$ cat src/rtl/etq_pkg.sv
package etq_pkg;
   typedef enum logic [1:0] {
      LVL_NONE = 2'b00,
      LVL_DATA = 2'b01,
      LVL_FULL = 2'b10
   } erase_lvl_e;

   typedef enum logic [1:0] {
      TS_IDLE   = 2'b00,
      TS_TIMING = 2'b01,
      TS_LATCH  = 2'b10
   } timer_state_e;
endpackage

$ cat src/rtl/etq_pin_filter.sv
module etq_pin_filter #(
   parameter int SYNC_STAGES     = 2,
   parameter int DEBOUNCE_CYCLES = 4
) (
   input  logic clk,
   input  logic rst_n,
   input  logic pin_n,
   output logic pressed
);
   logic [SYNC_STAGES-1:0] sync_q;
   logic                   synced;
   logic                   filt_q;

   always_ff @(posedge clk or negedge rst_n) begin
      if (!rst_n) sync_q <= '1;
      else        sync_q <= {sync_q[SYNC_STAGES-2:0], pin_n};
   end
   assign synced = sync_q[SYNC_STAGES-1];

   generate
      if (DEBOUNCE_CYCLES == 0) begin : g_nodeb
         assign filt_q = synced;
      end else begin : g_deb
         localparam int CW = $clog2(DEBOUNCE_CYCLES + 1);
         logic [CW-1:0] cnt_q;
         logic          lvl_q;
         always_ff @(posedge clk or negedge rst_n) begin
            if (!rst_n) begin
               cnt_q <= '0;
               lvl_q <= 1'b1;
            end else if (synced == lvl_q) begin
               cnt_q <= '0;
            end else if (cnt_q == CW'(DEBOUNCE_CYCLES - 1)) begin
               cnt_q <= '0;
               lvl_q <= synced;
            end else begin
               cnt_q <= cnt_q + 1'b1;
            end
         end
         assign filt_q = lvl_q;
      end
   endgenerate

   assign pressed = ~filt_q;
endmodule

$ cat src/rtl/etq_tick_gen.sv
module etq_tick_gen #(
   parameter int TICK_DIV = 4
) (
   input  logic clk,
   input  logic rst_n,
   output logic tick
);
   generate
      if (TICK_DIV == 1) begin : g_every
         assign tick = 1'b1;
      end else begin : g_div
         localparam int DW = $clog2(TICK_DIV);
         logic [DW-1:0] div_q;
         always_ff @(posedge clk or negedge rst_n) begin
            if (!rst_n)                          div_q <= '0;
            else if (div_q == DW'(TICK_DIV - 1)) div_q <= '0;
            else                                 div_q <= div_q + 1'b1;
         end
         assign tick = (div_q == DW'(TICK_DIV - 1));
      end
   endgenerate
endmodule

$ cat src/rtl/etq_hold_timer.sv
module etq_hold_timer
   import etq_pkg::*;
#(
   parameter int DATA_TICKS = 3,
   parameter int FULL_TICKS = 8
) (
   input  logic       clk,
   input  logic       rst_n,
   input  logic       pressed,
   input  logic       tick,
   output logic       decide,
   output erase_lvl_e level
);
   localparam int TW = $clog2(FULL_TICKS + 1);

   timer_state_e  st_q;
   logic [TW-1:0] ticks_q;

   always_ff @(posedge clk or negedge rst_n) begin
      if (!rst_n) begin
         st_q    <= TS_IDLE;
         ticks_q <= '0;
         decide  <= 1'b0;
         level   <= LVL_NONE;
      end else begin
         decide <= 1'b0;
         level  <= LVL_NONE;
         unique case (st_q)
            TS_IDLE: begin
               ticks_q <= '0;
               if (pressed) st_q <= TS_TIMING;
            end
            TS_TIMING: begin
               if (!pressed) begin
                  st_q <= TS_IDLE;
                  if (ticks_q >= TW'(DATA_TICKS)) begin
                     decide <= 1'b1;
                     level  <= LVL_DATA;
                  end
               end else if (tick) begin
                  if (ticks_q == TW'(FULL_TICKS - 1)) begin
                     decide <= 1'b1;
                     level  <= LVL_FULL;
                     st_q   <= TS_LATCH;
                  end else begin
                     ticks_q <= ticks_q + 1'b1;
                  end
               end
            end
            TS_LATCH: begin
               if (!pressed) st_q <= TS_IDLE;
            end
            default: st_q <= TS_IDLE;
         endcase
      end
   end
endmodule

$ cat src/rtl/erase_trigger_qual.sv
module erase_trigger_qual
   import etq_pkg::*;
#(
   parameter int SYNC_STAGES     = 2,
   parameter int DEBOUNCE_CYCLES = 4,
   parameter int TICK_DIV        = 4,
   parameter int DATA_TICKS      = 3,
   parameter int FULL_TICKS      = 8
) (
   input  logic       clk,
   input  logic       rst_n,
   input  logic       erase_pin_n,
   input  logic       role_master,
   input  logic       rd_active,
   input  logic       wr_active,
   output logic       erase_req,
   output logic [1:0] erase_level,
   output logic       erase_refused
);
   generate
      if (SYNC_STAGES < 2) begin : g_bad_sync
         $error("SYNC_STAGES must be at least 2");
      end
      if (TICK_DIV < 1) begin : g_bad_div
         $error("TICK_DIV must be at least 1");
      end
      if (DATA_TICKS < 1 || FULL_TICKS <= DATA_TICKS) begin : g_bad_thr
         $error("need 1 <= DATA_TICKS < FULL_TICKS");
      end
   endgenerate

   logic       pressed;
   logic       tick;
   logic       decide;
   erase_lvl_e level;
   logic       allowed;

   etq_pin_filter #(.SYNC_STAGES(SYNC_STAGES), .DEBOUNCE_CYCLES(DEBOUNCE_CYCLES)) u_filter (
      .clk(clk), .rst_n(rst_n), .pin_n(erase_pin_n), .pressed(pressed)
   );

   etq_tick_gen #(.TICK_DIV(TICK_DIV)) u_tick (
      .clk(clk), .rst_n(rst_n), .tick(tick)
   );

   etq_hold_timer #(.DATA_TICKS(DATA_TICKS), .FULL_TICKS(FULL_TICKS)) u_timer (
      .clk(clk), .rst_n(rst_n), .pressed(pressed), .tick(tick),
      .decide(decide), .level(level)
   );

   // master: blocked only by simultaneous read and write; slave: by any transfer
   assign allowed = role_master ? ~(rd_active & wr_active) : ~(rd_active | wr_active);

   always_ff @(posedge clk or negedge rst_n) begin
      if (!rst_n) begin
         erase_req     <= 1'b0;
         erase_refused <= 1'b0;
         erase_level   <= LVL_NONE;
      end else begin
         erase_req     <= decide & allowed;
         erase_refused <= decide & ~allowed;
         erase_level   <= (decide & allowed) ? level : LVL_NONE;
      end
   end
endmodule

$ cat config.mk
export PLATFORM = sky130hd
export DESIGN_NAME = erase_trigger_qual
export DESIGN_NICKNAME = d
export VERILOG_FILES = /design/src/rtl/etq_pkg.sv /design/src/rtl/etq_pin_filter.sv /design/src/rtl/etq_tick_gen.sv /design/src/rtl/etq_hold_timer.sv /design/src/rtl/erase_trigger_qual.sv
export SDC_FILE = /design/constraint.sdc
export NUM_CORES = 1
export LEC_CHECK = 0
export BUFFER_PORTS_ARGS = -buffer_cell sky130_fd_sc_hd__buf_4
export CAP_MARGIN = 15
export CORE_MARGIN = 2
export CORE_UTILIZATION = 42
export CTS_BUF_LIST = sky130_fd_sc_hd__clkbuf_4 sky130_fd_sc_hd__clkbuf_8 sky130_fd_sc_hd__clkbuf_16
export DETAILED_ROUTE_END_ITERATION = 12
export SLEW_MARGIN = 5
export SYNTH_ARGS = -nofsm -noshare
export SYNTH_HDL_FRONTEND = slang
export SYNTH_HIERARCHICAL = 1
export SYNTH_SLANG_ARGS = --single-unit
$ cat constraint.sdc
create_clock -name clk -period 2 [get_ports clk]
set_input_delay 0.3 -clock clk [delete_from_list [all_inputs] [get_ports clk]]
set_output_delay 0.3 -clock clk [all_outputs]
set_load 0.02 [all_outputs]
# ---- Word-level counts from Yosys, hierarchy flattened
# Cells that the tools add are included.
dict set report op_classes {
  multipliers 0
  n_reduce_logical 5
  addsub 3
  n_mux 25
  bitwise 8
  n_lt_le_gt_ge 1
  n_div 0
  eq_ne 13
  shift 0
}
# operator n
set ops {}
lappend ops {{two-way mux 2 bit} 11}
lappend ops {{two-way mux 4 bit} 3}
lappend ops {{inequality test 2 bit (second input constant)} 5}
lappend ops {{case mux 4 bit (2 select lines)} 1}
lappend ops {{AND reduction 4 bit} 2}
lappend ops {{two-way mux 1 bit} 7}
lappend ops {{two-way mux 3 bit} 2}
lappend ops {{case mux 2 bit (3 select lines)} 1}
lappend ops {{adder 4 x 1 -> 4 bit (second input constant)} 1}
lappend ops {{== test 2 bit (second input constant)} 2}
lappend ops {{== test 4 x 3 -> 1 bit (second input constant)} 1}
lappend ops {{>= comparator 4 x 2 -> 1 bit (second input constant)} 1}
lappend ops {{NOT 1 bit} 4}
lappend ops {{adder 3 x 1 -> 3 bit (second input constant)} 1}
lappend ops {{bitwise AND 1 bit} 3}
lappend ops {{== test 3 x 2 -> 1 bit (second input constant)} 1}
lappend ops {{inequality test 3 x 2 -> 1 bit (second input constant)} 1}
lappend ops {{inequality test 3 bit (second input constant)} 1}
lappend ops {{adder 2 x 1 -> 2 bit (second input constant)} 1}
lappend ops {{== test 2 x 1 -> 1 bit (second input constant)} 1}
lappend ops {{logical NOT 2 bit} 1}
lappend ops {{AND reduction 2 bit} 1}
lappend ops {{nonzero test 2 bit} 1}
lappend ops {{== test 1 bit} 1}
lappend ops {{OR 1 bit} 1}
dict set report totals {
  out_inout_bits 4
  latch_bits 0
  ramBits 0
  memories 0
  reg_bits 21
  input_bits 6
  rom_bits 0
}

# ---- Depth between registers and ports, before layout
dict set report logic_depth {
  word_depth 5
  depth_mapped 4
  ltp_nobuf 4
}

# ---- Modules after synthesis
# Netlist, hierarchy kept.
# mod seq_area_each_um2 instances cells_per_inst area_each_um2
set modules_own_cells {}
lappend modules_own_cells {etq_hold_timer 225.2 1 48 466.7}
lappend modules_own_cells {etq_pin_filter 153.9 1 14 236.5}
lappend modules_own_cells {erase_trigger_qual 100.1 1 12 172.7}
lappend modules_own_cells {etq_tick_gen 50.0 1 4 66.3}

# ---- Worst setup path before layout
# OpenSTA, ideal clock, no wires.
dict set report synth_path {
  path_type {register to register}
  start {reg u_timer.ticks_q[0]}
  end {reg u_timer.decide}
  arrival_ns 1.014
  setup_time_ns 0.124
  required_ns 1.876
  setup_slack_ns 0.862
  stages_incl_launch_ff 5
  path_buffers 0
  cell_sequence {dfrtp_1 ha_1 nor3_1 nor4b_2 o21bai_1}
}
dict set report synth_via {
  elab_chain_len 5
  word_cells_on_any_way 7
  cone_classes {1 x order compare; 1 x eq/ne; 5 x mux}
}
# element line_no
set synth_rtl {}
lappend synth_rtl {{start: declaration} etq_hold_timer.sv:17} ;# logic [TW-1:0] ticks_q;
lappend synth_rtl {{start signal: assignment} etq_hold_timer.sv:46} ;# ticks_q <= ticks_q + 1'b1;
lappend synth_rtl {{parallel branches: the longest is 3 deep, another holds >= comparator 4 x 2 -> 1 bit} n/a}
lappend synth_rtl {{two-way mux 1 bit (*)} etq_hold_timer.sv:34} ;# if (!pressed) begin
lappend synth_rtl {{two-way mux 1 bit (*)} etq_hold_timer.sv:28} ;# unique case (st_q)
lappend synth_rtl {{end signal: assignment} etq_hold_timer.sv:26} ;# decide <= 1'b0;
lappend synth_rtl {{end signal: assignment} etq_hold_timer.sv:37} ;# decide <= 1'b1;
lappend synth_rtl {{end signal: assignment} etq_hold_timer.sv:42} ;# decide <= 1'b1;
lappend synth_rtl {{end: declaration} etq_hold_timer.sv:11} ;# output logic decide,
# Every way passes the cells marked *.
# A chain may end at the register's enable or synchronous reset.

# ---- Worst setup path in the final report
# Same ends and word-level chain as after synthesis.

==> results.cfg <==
[run_status]
outcome = finished, final reports clean

[timing]
period_needed_ns = 1.32
max_freq_mhz = 756
grt_setup_unrepaired = false
holdWs_ns = 0.109
relSlewSlack_pct = 77.1
worst_slew_pin_slew_ns = 0.342
setup_viol = 0
hold_violations = 0
fin_tns_setup_ns = 0
fin_ws_ns = 0.677
fin_skew_ns = 0.00914
maxSlewViolCount = 0
fin_crit_sh_pct = 66.2

[route]
vias = 628
viasPerCell = 5.32
drc = 0
dr.pass1.iters = 5
antenna_left = 0
drt-total-wl_mm = 1.54
drtIter0Drc = 9
routedWlPerCell_um = 13.0

[clock_tree]
cts_buffer_depth = 2
clock-sinks = 21
clock_latency_ns = 0.29
tritoncts = done
clockRootBuffer = clkbuf_4
clk_pin_slew_ns = 0.11
cts_inserted_buffers = 3
h-tree-depth = 1

[floorplan]
initial_utilization_pct = 43.4
die_w_um = 51.4
die_h_um = 51.4
num_rows = 17
die-area_um2 = 2640
io_pins = 10
core_area_um2 = 2170

[final_layout]
fin_nets = 100
stdcell_count = 118
fin_util_pct = 49.5
diodes = 0
final_layout_size_suffix_gt1_share_pct = 28.9
final_cell_area_um2 = 1070
n_fill_cell = 208
syn2layout_area_growth_pct = 14.1

[logic_synthesis]
ys_types = 32
synth-seq-cells = 21
syn_area_um2 = 942
synth_fp_nets = 87
ys_warn_count = 6
ys_seq_area_share_pct = 56.2
async_flop_share_pct = 100
synth_flop_cell = dfrtp_1
synth_area_leader_cell = dfrtp_1
synth_edf_count = 0
syn_area_per_cell_um2 = 12.1
synth_area_leaders = dfrtp_1 48%, dfstp_2 8.4%, ha_1 4.0%, nand2_1 3.6%, nor3_2 3.2%
postSynthCellCount = 78
synthTopCellsByCount = 18 x dfrtp_1, 9 x nand2_1, 4 x nand3_1
yosysMostFrequentCell = dfrtp_1
yosysTopAreaCellShare_pct = 47.8

[min_path]
hold_path_class = in2reg

[global_routing]
first_global_vias = 653
grt_pass1_wl_mm = 2.81
grt_max_degree = 22
antenna_found_initial = 0
grt.overflow.total = 0
gr-usage-all-layers_pct = 14.3

[placed_design]
dp_cells = 113
placed_area_um2 = 1030
dp_hpwl_mm = 1.07
io_buffer_count = 9
dp_slack_ns = 0.767
routabilityCongestion = 0.770

[setup_path]
startpoint_type = flop
worstSetupEndpointType = flop
critPathMaxFanout = 5
worst_ep_arrival_time_ns = 1.52
crit_type = reg2reg
required_ns = 2.19

[pwr]
vdd_ir_drop_max_v = 0.000478
total_power_mw = 0.941
leakagePower_nw = 0.479
power_density_nw_per_um2 = 875

[flow_run]
maxCapViolCount = 0
-- sequential cells by signal, indices dropped and copies added, names as in the netlist --
register	cells
u_timer/ticks_q	4
u_filter/g_deb.cnt_q	3
erase_level	2
u_filter/sync_q	2
u_tick/g_div.div_q	2
u_timer/level	2
u_timer/st_q	2
erase_refused	1
erase_req	1
u_filter/filt_q	1
u_timer/decide	1
-- report_power, final --
part / internal, mW / switching [mW] / total (mW)
Combinational: 0.0959 / 0.0909 / 0.187
Sequential: 0.484 / 0.0615 / 0.545
Clock: 0.0911 / 0.117 / 0.208
-- placed cells by master (no fill, tap or decap), types with 2 or more instances in the layout --
| cell type | instances |
|---|---|
| nor2_1 | 2 |
| nand2_1 | 9 |
| nand4b_1 | 2 |
| nor3b_2 | 2 |
| o211ai_1 | 3 |
| clkbuf_4 | 4 |
| dfstp_2 | 3 |
| ha_1 | 3 |
| nor2b_1 | 3 |
| buf_4 | 9 |
| inv_1 | 2 |
| nor3_2 | 3 |
| a21oi_1 | 2 |
| dfrtp_1 | 18 |
| nand3_1 | 4 |
| nand4_1 | 2 |
| nand3b_1 | 2 |
-- per-layer routing --
layer  GRT usage, %  part of all wire (%)
met3           4.09                   4.9
met5              0                     0
met1           16.9                    43
met2           24.4                    52
met4           5.70                     0
-- critical path: stages (launching register included) --
cell and delay, ns:
dfrtp_1 0.43, ha_1 0.26, nor3_1 0.25, nor4b_2 0.11, o21bai_1 0.17
-- kinds of logic (layout without fill, tap and decap cells) --
kind of cell | Yosys count | after routing | synth area share [%]
AO/OA/AOI/OAI | 11 | 11 | 8.77
XOR/XNOR | 1 | 1 | 0.930
adder cells (fa/ha/maj) | 3 | 3 | 3.98
buffers and inverters | 4 | 16 | 1.86
flip-flops | 21 | 21 | 56.2
multiplexers | 1 | 1 | 1.59
AND/OR/NAND/NOR | 37 | 37 | 26.7
-- worst paths after layout --
check                      slack, ns  cells after the start          startpoint                      end
max                             0.68                      4  u_timer/ticks_q[0]           u_timer/decide
min                             0.11                      1         erase_pin_n       u_filter/sync_q[0]
max reg2reg                     0.68                      4  u_timer/ticks_q[0]           u_timer/decide
min reg2reg                     0.36                      0  u_filter/sync_q[0]       u_filter/sync_q[1]
max in group asynchronous       1.32                      2               rst_n       u_filter/sync_q[1]
min in group asynchronous       0.41                      2               rst_n  u_filter/g_deb.cnt_q[1]
-- final cells by class --
cell class                 instances  area, µm²  area share [%]
sequential                        21        529            49.2
multi-input combinational         53        395            36.8
inverter                           2       7.51           0.698
clock buffer                       4       30.0            2.79
timing repair buffer              10       77.6            7.22
tap                               28       35.0            3.26
-- timing repair --
action	CTS	global route
hold endpoints to repair	18	0
hold buffers	1	0
setup buffers	0	0
gates resized for setup	0	0
Note: power is estimated with default switching activity, not from simulation.
